File: src/rtl/seg_adder_pkg.sv
package seg_adder_pkg;

    // Result of one bit slice: sum and carry.
    typedef struct packed {
        logic s;
        logic c;
    } bit_res_t;

    // Inexact cell: carry is taken from a; the sum is chosen by a.
    function automatic bit_res_t approx_cell(input logic a, input logic b, input logic ci);
        bit_res_t r;
        r.s = a ? (b & ci) : (b | ci);
        r.c = a;
        return r;
    endfunction

    // Exact full adder cell.
    function automatic bit_res_t full_cell(input logic a, input logic b, input logic ci);
        bit_res_t r;
        r.s = a ^ b ^ ci;
        r.c = (a & b) | (ci & (a ^ b));
        return r;
    endfunction

endpackage

File: src/rtl/seg_approx_low.sv
module seg_approx_low
    import seg_adder_pkg::*;
#(
    parameter int W = 8
) (
    input  logic [W-1:0] a,
    input  logic [W-1:0] b,
    output logic [W-1:0] sum,
    output logic         cout
);
    logic [W:0] c;
    assign c[0] = 1'b0;

    for (genvar i = 0; i < W; i++) begin : g_cell
        bit_res_t r;
        assign r          = approx_cell(a[i], b[i], c[i]);
        assign sum[i]     = r.s;
        assign c[i+1]     = r.c;
    end

    assign cout = c[W];
endmodule

File: src/rtl/seg_ripple.sv
module seg_ripple
    import seg_adder_pkg::*;
#(
    parameter int W = 4
) (
    input  logic [W-1:0] a,
    input  logic [W-1:0] b,
    input  logic         cin,
    output logic [W-1:0] sum,
    output logic         cout
);
    logic [W:0] c;
    assign c[0] = cin;

    for (genvar i = 0; i < W; i++) begin : g_fa
        bit_res_t r;
        assign r      = full_cell(a[i], b[i], c[i]);
        assign sum[i] = r.s;
        assign c[i+1] = r.c;
    end

    assign cout = c[W];
endmodule

File: src/rtl/seg_carry_select.sv
module seg_carry_select #(
    parameter int W = 4
) (
    input  logic [W-1:0] a,
    input  logic [W-1:0] b,
    input  logic         cin,
    output logic [W-1:0] sum,
    output logic         cout
);
    logic [W-1:0] sum_c0, sum_c1;
    logic         co_c0, co_c1;

    seg_ripple #(.W(W)) u_chain0 (
        .a(a), .b(b), .cin(1'b0), .sum(sum_c0), .cout(co_c0)
    );
    seg_ripple #(.W(W)) u_chain1 (
        .a(a), .b(b), .cin(1'b1), .sum(sum_c1), .cout(co_c1)
    );

    // W sum multiplexers plus one carry multiplexer, all steered by cin.
    assign sum  = cin ? sum_c1 : sum_c0;
    assign cout = cin ? co_c1  : co_c0;
endmodule

File: src/rtl/seg_approx_adder.sv
module seg_approx_adder #(
    parameter int W       = 16,
    parameter int LOW_W   = 8,
    parameter int RIP_W   = 4,
    parameter bit REG_OUT = 1'b1
) (
    input  logic         clk,
    input  logic         rst,
    input  logic         in_valid,
    input  logic [W-1:0] op_a,
    input  logic [W-1:0] op_b,
    output logic [W-1:0] sum,
    output logic         cout,
    output logic         out_valid
);
    localparam int HI_W  = W - LOW_W;
    localparam int SEL_W = HI_W - RIP_W;
    localparam int SEL_LO = LOW_W + RIP_W;

    logic [LOW_W-1:0] lo_sum;
    logic             lo_carry;
    logic [RIP_W-1:0] rip_sum;
    logic             rip_carry;
    logic [SEL_W-1:0] sel_sum;
    logic             sel_carry;
    logic [W-1:0]     sum_d;

    seg_approx_low #(.W(LOW_W)) u_low (
        .a(op_a[LOW_W-1:0]), .b(op_b[LOW_W-1:0]),
        .sum(lo_sum), .cout(lo_carry)
    );

    seg_ripple #(.W(RIP_W)) u_mid (
        .a(op_a[SEL_LO-1:LOW_W]), .b(op_b[SEL_LO-1:LOW_W]),
        .cin(lo_carry), .sum(rip_sum), .cout(rip_carry)
    );

    seg_carry_select #(.W(SEL_W)) u_top (
        .a(op_a[W-1:SEL_LO]), .b(op_b[W-1:SEL_LO]),
        .cin(rip_carry), .sum(sel_sum), .cout(sel_carry)
    );

    assign sum_d = {sel_sum, rip_sum, lo_sum};

    if (REG_OUT) begin : g_reg
        always_ff @(posedge clk) begin
            if (rst) begin
                sum       <= '0;
                cout      <= 1'b0;
                out_valid <= 1'b0;
            end else begin
                out_valid <= in_valid;
                if (in_valid) begin
                    sum  <= sum_d;
                    cout <= sel_carry;
                end
            end
        end
    end else begin : g_comb
        assign sum       = sum_d;
        assign cout      = sel_carry;
        assign out_valid = in_valid;
    end
endmodule

File: config.mk
export PLATFORM = sky130hd
export DESIGN_NAME = seg_approx_adder
export DESIGN_NICKNAME = d
export VERILOG_FILES = /design/src/rtl/seg_adder_pkg.sv /design/src/rtl/seg_approx_low.sv /design/src/rtl/seg_ripple.sv /design/src/rtl/seg_carry_select.sv /design/src/rtl/seg_approx_adder.sv
export SDC_FILE = /design/constraint.sdc
export NUM_CORES = 1
export LEC_CHECK = 0
export BUFFER_PORTS_ARGS = -buffer_cell sky130_fd_sc_hd__clkbuf_2
export CORE_UTILIZATION = 47
export DETAILED_ROUTE_END_ITERATION = 12
export PLACE_DENSITY = 0.92
export RECOVER_POWER = 25
export REMOVE_ABC_BUFFERS = 1
export SYNTH_ARGS = -nofsm -noshare
export SYNTH_HDL_FRONTEND = slang
export SYNTH_SLANG_ARGS = --single-unit
File: constraint.sdc
create_clock -name clk -period 7.91 [get_ports clk]
set_clock_uncertainty 0.15 [all_clocks]
set_input_delay 0.791 -clock clk [delete_from_list [all_inputs] [get_ports clk]]
set_output_delay 0.791 -clock clk [all_outputs]
set_load 0.03 [all_outputs]
Yosys cells after proc, flatten, opt, wreduce, memory -nomap -nowiden:

Index checks and enable logic that the tools add are counted.

* mux-type cells: 10
* bitwise operators: 62

Operators with widths (count)
* 1-bit bitwise AND: 25
* 1-bit bitwise OR: 18
* 1-bit bitwise XOR: 18
* 1-bit two-way mux: 9
* 4-bit two-way mux: 1
* 1-bit inverter: 1

* bits in registers: 18
* input bits: 35

Depth between registers and ports, before layout:

Gate-level depths: netlist (run 1).

* depth in word-level cells: 10
* gate-level depth with buffers: 13
* depth with buffers taken out: 13

By module:

Synthesis (run 1) repeated with hierarchy kept, for this count alone.

* cell total of the unflattened synthesis: 123
* area total of the unflattened synthesis: 1174.9 sq um

Modules (own cells, without submodules)
* seg_approx_adder: instances 1, cells an instance 57, area an instance 641.9 sq um
* seg_ripple: instances 3, cells an instance 14, area an instance 117.6 sq um
* seg_approx_low: instances 1, cells an instance 17, area an instance 116.4 sq um
* seg_carry_select: instances 1, cells an instance 7, area an instance 63.8 sq um

Worst setup path after synthesis (run 1):

No wires, ideal clock.

* kind: input to register
* start: input port op_a[7]
* end: register sum[15]
* library setup time: 0.086 ns
* arrival: 3.641 ns
* data required time: 7.674 ns
* path slack: 4.033 ns
* cell stages on the path: 13
* path buffers: 0
* path through: fa_1 inv_1 fa_1 inv_1 fa_1 fa_1 mux2i_1 fa_1 inv_1 fa_1 inv_1 fa_1 a211oi_1

* longest elaborated chain between the ends: 9

RTL lines
* from (decl): RTL line seg_approx_adder.sv:10 `input logic [W-1:0] op_a,`
* 1-bit bitwise AND: RTL line seg_adder_pkg.sv:21 `r.c = (a & b) | (ci & (a ^ b));`
* 1-bit bitwise OR: RTL line seg_adder_pkg.sv:21
* 1-bit bitwise AND: RTL line seg_adder_pkg.sv:21
* 1-bit bitwise OR: RTL line seg_adder_pkg.sv:21
* 1-bit bitwise AND: RTL line seg_adder_pkg.sv:21
* 1-bit bitwise OR: RTL line seg_adder_pkg.sv:21
* 1-bit bitwise AND: RTL line seg_adder_pkg.sv:21
* 1-bit bitwise OR: RTL line seg_adder_pkg.sv:21
* 4-bit two-way mux: RTL line seg_carry_select.sv:21 `assign sum = cin ? sum_c1 : sum_c0;`
* to (signal assigned): RTL line seg_approx_adder.sv:54 `sum <= sum_d;`
* to (decl): RTL line seg_approx_adder.sv:12 `output logic [W-1:0] sum,`

No other way between the ends.
A chain may end at the register's enable or synchronous reset.

Worst setup path in the final report (run 1):

Same ends and word-level chain as after synthesis.

==> metrics, run 1 <==
1st-iter DRT viols 3; maximum VDD drop 83.1 µV; final worst slack 4.10 ns; DP HPWL 1500 µm; DP Area 1240 µm²; Psw 0.0674 mW; sw frac 0.323; Die X-Extent 47.6 µm; TritonCTS clock tree yes; Setup CP Type in2reg; Comb pwr share 0.305; pre-CTS setup slack 3.74 ns; Design Area, Final 1260 µm²; flops & latches, synth 18; total track usage 0.162; largest net degree at the start of global routing 32; synth top area cells dfxtp_1 (37%), fa_1 (14%), a311oi_2 (7.7%); Area growth syn-to-layout 29.2%; clk_lat worst skew 0.28 ns; CTS H-tree depth 1; final WL 1810 µm; post-synth cell types 20; vias in the first global route 670; Hold WS 0.326 ns; boundary pin count 53; Met1 Wirelength 769 µm; most common cell after layout, fill and taps aside clkbuf_2; number of setup buffers added after CTS 0; Congestion Overflow GR 0; min-delay worst type reg2reg; placed insts 174; RSZ-0062 raised after global routing false; Cell Int Power 0.141 mW; diode count 0; top layer in use met4; gpl congestion 0.721; Syn. warnings 0; power per cell area 165 nW/µm²; DR vias/cell 4.74; initial core utilization 0.497; Reg power frac 0.491; port bufs 52; final period utilization 0.482; register area share after synthesis 0.369; final setup TNS 0 ns; final hold vios 0; met2 wire length 831 µm; Syn Area/Cell 9.76 µm²; fin crit period 3.81 ns; Leak Pwr 0.654 nW; Setup Viol. Count Final 0; CTS root buffer clkbuf_4; Setup crit end kind register; via count of the routed design 839; status completed; core area 1960 µm²; ANT nets after route 0; crit path max fanout 2; CTS hold repair buffers 0; first-pass GRT wire length 2500 µm; startpoint types input port; Max Slew Vio Count 0; Layout Nets 196; most frequent cells in the layout clkbuf_2 (51), inv_1 (18), dfxtp_1 (18); Clock Tree Buf Depth 2; fraction of layout cells with a size suffix above 1 0.420; FP Rows 16; clock slew at reported path FFs 0.09 ns; max cap viols 0; post-synth top area share 0.369; Rel. slew slack 0.0323; synthesized cell area 976 µm²; Initial DRT Pass Iterations 2; count of cells resized by post-cts repair 0; clock power share 0.204; cts bufs inserted 3; Finished Layout Cells 177; fin util 0.643; initial antenna violation count 0; Sink Count 18; Power Total 0.208 mW; die height 47.6 µm; f_max 0.262 GHz; drt drc 0; post-synth top area cell dfxtp_1; per-cell routed wire length 10.2 µm; Post-Synthesis Cells 100; crit path DAT 3.87 ns; Crit path required time 7.96 ns; Tightest Pin Transition 1.45 ns; Die ar. 2260 µm²; met3 wire len 163 µm
==> worst max-delay path: stages <==
cell and delay [ns]:
clkbuf_2 0.11, fa_1 0.42, inv_1 0.07, fa_1 0.16
inv_1 0.05, fa_1 0.38, fa_1 0.43, mux2i_1 0.20
fa_1 0.19, inv_1 0.05, fa_1 0.35, inv_1 0.07
fa_1 0.40, a211oi_1 0.22
==> path summary, 6_finish.rpt <==
check	start	to	slack, ns	depth (start not counted)
hold / removal	sum[0]$_SDFFE_PP0P_	sum[0]$_SDFFE_PP0P_	0.33	2
setup / recovery	op_a[7]	sum[15]$_SDFFE_PP0P_	4.10	14
hold reg to reg	sum[0]$_SDFFE_PP0P_	sum[0]$_SDFFE_PP0P_	0.33	2
setup reg to reg	sum[4]$_SDFFE_PP0P_	sum[4]$_SDFFE_PP0P_	7.01	2
==> cells in the mapped netlist <==
master / count
dfxtp_1: 18
inv_1: 18
nor2_1: 16
fa_1: 7
a211oi_1: 5
a311oi_2: 5
mux2i_1: 5
nand2_1: 5
buf_2: 3
o21ai_0: 3
a211oi_2: 2
buf_4: 2
ha_1: 2
maj3_2: 2
o21bai_1: 2
a21oi_1: 1
nand2b_1: 1
nand3b_1: 1
nor2b_1: 1
xnor2_1: 1
==> state kept, by name (all words and copies together), names as in the netlist <==
register	cells
cout	1
sum	16
out_valid	1
==> final cells by class <==
cell class                 count  area [µm²]
inverter                      18        67.6
fill                         181         701
timing repair buffer          52         259
clock buffer                   3        22.5
sequential                    18         360
multi-input combinational     59         518
tap                           27        33.8
==> cells by family (layout without fill, tap and decap cells) <==
family | Yosys count | in the layout | share of synthesized area
AOI/OAI and AO/OA | 18 | 18 | 0.177
xor gates and xnor gates | 1 | 1 | 0.00898
DFF | 18 | 18 | 0.369
adders and majority gates | 11 | 11 | 0.192
buffers and inverters | 23 | 73 | 0.100
muxes | 5 | 5 | 0.0513
and+or+nand+nor | 24 | 24 | 0.101
==> per-layer routing <==
metal	vias up	global-route usage
li1	428	-
met1	371	0.162
met2	36	0.301
met3	4	0.0340
met4	0	0.106
met5	-	0
==> power by group through the flow <==
stage	Sequential (mW)	Clock [mW]	Combinational [mW]
final	0.102	0.0426	0.0635
after global routing	0.103	0.0489	0.0702
after CTS	0.102	0.0448	0.0643
after detailed placement	0.104	0	0.0643
after global placement	0.104	0	0.0617
after floorplan	0.119	0	0.0232
Power figures use the tool's default switching activity.
==> run 2: changes to the inputs <==
--- a/config.mk
+++ b/config.mk
@@ -6,9 +6,9 @@
 export NUM_CORES = 1
 export LEC_CHECK = 0
 export BUFFER_PORTS_ARGS = -buffer_cell sky130_fd_sc_hd__clkbuf_2
-export CORE_UTILIZATION = 47
+export CORE_UTILIZATION = 43
 export DETAILED_ROUTE_END_ITERATION = 12
-export PLACE_DENSITY = 0.92
+export PLACE_DENSITY = 0.85
 export RECOVER_POWER = 25
 export REMOVE_ABC_BUFFERS = 1
 export SYNTH_ARGS = -nofsm -noshare
==> constraint.sdc (replaced) <==
create_clock -name clk -period 3.77 [get_ports clk]
set_clock_uncertainty 0.15 [all_clocks]
set_input_delay 0.377 -clock clk [delete_from_list [all_inputs] [get_ports clk]]
set_output_delay 0.377 -clock clk [all_outputs]
set_load 0.03 [all_outputs]
==> run 2 against run 1 <==
  * Register-to-register slack worse by 4.2 ns
  * Largest cell class unchanged
  * Critical path depth stayed put
  * Core utilization is 2.8 points lower
  * Clock power is 110% higher
  * Largest power group unchanged
  * Sequential power is 110% higher
  * Worst setup slack worse by 3.7 ns
==> metrics, run 2 (synthesis gave the netlist of run 1 again) <==
final WL 1860 µm; gpl congestion 0.629; Top reg by flops sum; final hold vios 0; most common cell after layout, fill and taps aside clkbuf_2; number of flip-flops in the largest register 16; Tightest Pin Transition 1.43 ns; DP HPWL 1510 µm; Max Slew Vio Count 0; Clock Tree Buf Depth 2; crit path DAT 3.44 ns; per-cell routed wire length 10.5 µm; clk_lat worst skew 0.28 ns; fin crit period 3.39 ns; power per cell area 348 nW/µm²; RSZ-0062 raised after global routing false; CTS hold repair buffers 0; Congestion Overflow GR 0; f_max 0.295 GHz; max cap viols 0; CTS H-tree depth 1; top flop regs sum x16, cout x1, out_valid x1; initial antenna violation count 0; Crit path required time 3.82 ns; first-pass GRT wire length 3190 µm; fraction of layout cells with a size suffix above 1 0.413; clock slew at reported path FFs 0.10 ns; Hold WS 0.210 ns; most frequent cells in the layout clkbuf_2 (51), inv_1 (18), dfxtp_1 (18); FF-to-FF setup slack 2.84 ns; Leak Pwr 0.653 nW; status completed; die height 49.6 µm; ANT nets after route 0; FP Rows 16; initial core utilization 0.478; Sink Count 18; DR vias/cell 4.72; number of setup buffers added after CTS 0; multi-input logic area 513 µm²; min-delay worst type in2reg; Layout Nets 196; Seq. cell area 360 µm²; final worst slack 0.377 ns; maximum VDD drop 179 µV; core area 2040 µm²; drt drc 0; Setup crit end kind register; TritonCTS clock tree yes; Rel. slew slack 0.0498; final period utilization 0.900; startpoint types input port; Area growth syn-to-layout 28.7%; final setup TNS 0 ns; port bufs 52; cts bufs inserted 3; diode count 0; Die ar. 2460 µm²; vias in the first global route 778; boundary pin count 53; 1st-iter DRT viols 8; Setup Viol. Count Final 0; count of cells resized by post-cts repair 0; fin util 0.615; largest net degree at the start of global routing 32; fill count 184; Setup CP Type in2reg; CTS root buffer clkbuf_4; via count of the routed design 836; Initial DRT Pass Iterations 3; total track usage 0.166; pre-CTS setup slack 0.0626 ns; Die X-Extent 49.6 µm; crit path max fanout 2
[run 2: where the power goes]
| group | total [mW] | internal, mW | switching [mW] |
|---|---|---|---|
| clock | 0.0905 | 0.0370 | 0.0535 |
| combinational | 0.132 | 0.0516 | 0.0805 |
| sequential | 0.214 | 0.206 | 0.00789 |
| total | 0.437 | 0.295 | 0.142 |
[run 2: path summary, 6_finish.rpt]
path,from,depth (start not counted),to
worst max-delay path,op_a[7],14,sum[15]$_SDFFE_PP0P_
worst min-delay path,op_b[0],3,sum[0]$_SDFFE_PP0P_
worst max register to register,sum[7]$_SDFFE_PP0P_,2,sum[7]$_SDFFE_PP0P_
worst min register to register,cout$_SDFFE_PP0P_,2,cout$_SDFFE_PP0P_
[run 2: layout make-up]
type | count | area share
multi-input combinational | 59 | 0.408
sequential | 18 | 0.287
timing repair buffer | 52 | 0.206
inverter | 18 | 0.0538
tap | 27 | 0.0269
clock buffer | 3 | 0.0179
[run 2: layer usage]
metal	GRT usage	wire [µm]	vias to the layer above
li1	-	-	425
met1	0.194	834	373
met2	0.309	904	36
met3	0.0278	119	2
met4	0.0429	4	0
met5	0	0	-
[run 2: critical path: stages]
cell      delay (ns)
clkbuf_2        0.10
fa_1            0.41
inv_1           0.08
fa_1            0.16
inv_1           0.05
fa_1            0.37
fa_1            0.42
mux2i_1         0.20
fa_1            0.19
inv_1           0.05
fa_1            0.35
inv_1           0.07
fa_1            0.40
a211oi_1        0.23
[run 2: per-stage QoR]
step	area (µm²)	power, mW	std cells
after floorplan	946	0.299	95
after global placement	1240	0.347	174
after detailed placement	1240	0.353	174
after CTS	1260	0.445	177
after global routing	1260	0.467	177
final	1260	0.437	177
==> run 3: changes to the inputs <==
--- a/config.mk
+++ b/config.mk
@@ -5,10 +5,10 @@
 export SDC_FILE = /design/constraint.sdc
 export NUM_CORES = 1
 export LEC_CHECK = 0
-export BUFFER_PORTS_ARGS = -buffer_cell sky130_fd_sc_hd__clkbuf_2
-export CORE_UTILIZATION = 43
+export CORE_UTILIZATION = 54
 export DETAILED_ROUTE_END_ITERATION = 12
-export PLACE_DENSITY = 0.85
+export DONT_BUFFER_PORTS = 1
+export PLACE_DENSITY = 0.77
 export RECOVER_POWER = 25
 export REMOVE_ABC_BUFFERS = 1
 export SYNTH_ARGS = -nofsm -noshare
==> run 3 against run 2 <==
  * First-iteration DRC count decreased by 25%
  * Sequential share of layout area increased by 5.6 points
  * Via count decreased by 18%
==> metrics, run 3 (synthesis gave the netlist of run 1 again) <==
status completed; Setup Viol. Count Final 0; fin crit period 3.35 ns; Setup crit end kind register; Seq. cell area 360 µm²; per-cell routed wire length 14.3 µm; initial core utilization 0.612; via count of the routed design 687; Crit path required time 3.82 ns; CTS root buffer clkbuf_4; port bufs 0; Layout Nets 148; power per cell area 408 nW/µm²; top flop regs sum x16, cout x1, out_valid x1; drt drc 0; reg2reg end sum[4]$_SDFFE_PP0P_; Leak Pwr 0.460 nW; final hold vios 0; most frequent cells in the layout inv_1 (18), dfxtp_1 (18), nor2_1 (16); final period utilization 0.889; vias in the first global route 640; clk_lat worst skew 0.28 ns; number of flip-flops in the largest register 16; cts bufs inserted 3; RSZ-0062 raised after global routing false; final WL 1820 µm; initial antenna violation count 0; Hold Path Depth 1; DR vias/cell 5.41; crit path max fanout 2; Tightest Pin Transition 0.769 ns; Design Area, Final 1050 µm²; core area 1590 µm²; Sink Count 18; die height 44.5 µm; clock slew at reported path FFs 0.10 ns; multi-input logic area 518 µm²; final setup TNS 0 ns; hold_sp in_valid; Area growth syn-to-layout 7.82%; FF-to-FF setup slack 2.68 ns; gpl congestion 0.610; ANT nets after route 0; DP HPWL 1300 µm; first-pass GRT wire length 2650 µm; R2R cell count 2; fraction of layout cells with a size suffix above 1 0.126; total track usage 0.189; Rel. slew slack 0.486; count of cells resized by post-cts repair 0; CTS H-tree depth 1; Congestion Overflow GR 0; TritonCTS clock tree yes; Clock Tree Buf Depth 2; fill count 149; startpoint types input port; 1st-iter DRT viols 6; Top reg by flops sum; Die X-Extent 44.5 µm; maximum VDD drop 234 µV; min-delay worst type in2reg; Initial DRT Pass Iterations 3; diode count 0; boundary pin count 53; DP Area 976 µm²; Max Slew Vio Count 0; FP Rows 14; FF-to-FF Start sum[4]$_SDFFE_PP0P_; max cap viols 0; Setup CP Type in2reg; Worst Hold Endpoint cout$_SDFFE_PP0P_; f_max 0.298 GHz; Die ar. 1980 µm²; largest net degree at the start of global routing 32; crit path DAT 3.40 ns
-- run 3: changes by cell type in the layout (fill, tap and decap cells not counted) --
cell,previous run,this run
a211oi_1,6,5
a211oi_2,1,2
clkbuf_1,1,0
clkbuf_2,51,0
clkbuf_8,0,1
dlygate4sd3_1,0,4
-- run 3: how the worst max path moves through the flow --
stage             from                    to  slack, ns  cells past startpoint
2_1_floorplan  op_a[7]  sum[15]$_SDFFE_PP0P_       0.31                     13
3_3_place_gp   op_a[7]  sum[15]$_SDFFE_PP0P_       0.22                     13
3_5_place_dp   op_a[7]  sum[15]$_SDFFE_PP0P_       0.10                     13
4_1_cts        op_a[7]  sum[15]$_SDFFE_PP0P_       0.41                     13
5_1_grt        op_a[7]  sum[15]$_SDFFE_PP0P_       0.31                     13
6_report       op_a[7]  sum[15]$_SDFFE_PP0P_       0.42                     13
-- run 3: what timing repair did --
action	in CTS	in global routing
endpoints found under the hold margin	17	3
setup buffers	0	0
hold buffers	1	3
-- run 3: routing by layer --
| metal | GRT usage | share of wire |
|---|---|---|
| met1 | 0.200 | 0.39 |
| met3 | 0.0408 | 0.072 |
| met5 | 0 | 0 |
| met4 | 0.109 | 0.010 |
| met2 | 0.341 | 0.53 |
-- run 3: cell type report --
type | instances | area share
Clock buffer | 4 | 0.0345
Inverter | 18 | 0.0642
Multi-Input combinational cell | 59 | 0.492
Sequential cell | 18 | 0.342
Tap cell | 24 | 0.0285
Timing Repair Buffer | 4 | 0.0380
-- run 3: power by group --
part           leakage, nW  switching (mW)  total, mW  internal (mW)
combinational        0.289          0.0311     0.0635         0.0325
clock               0.0210          0.0579      0.117         0.0587
sequential           0.149          0.0427      0.249          0.207
total                0.460           0.132      0.429          0.298
-- run 3: stage by stage --
stage / total power, mW / cells / hold slack [ns] / setup WS (ns) / utilization
2_1_floorplan: 0.299 / 95 / 0.292 / 0.307 / -
3_3_place_gp: 0.306 / 119 / 0.295 / 0.222 / 0.612
3_5_place_dp: 0.311 / 119 / 0.296 / 0.103 / 0.612
4_1_cts: 0.433 / 124 / 0.000908 / 0.412 / 0.641
5_1_grt: 0.455 / 127 / 0.00409 / 0.315 / 0.660
6_report: 0.429 / 127 / 0.0239 / 0.420 / 0.660
-- run 3: worst max-delay path, cell delays in order --
cell and delay [ns]:
fa_1 0.40, inv_1 0.08, fa_1 0.16, inv_1 0.05
fa_1 0.37, fa_1 0.43, mux2i_1 0.22, fa_1 0.20
inv_1 0.05, fa_1 0.34, inv_1 0.07, fa_1 0.40
a211oi_1 0.26
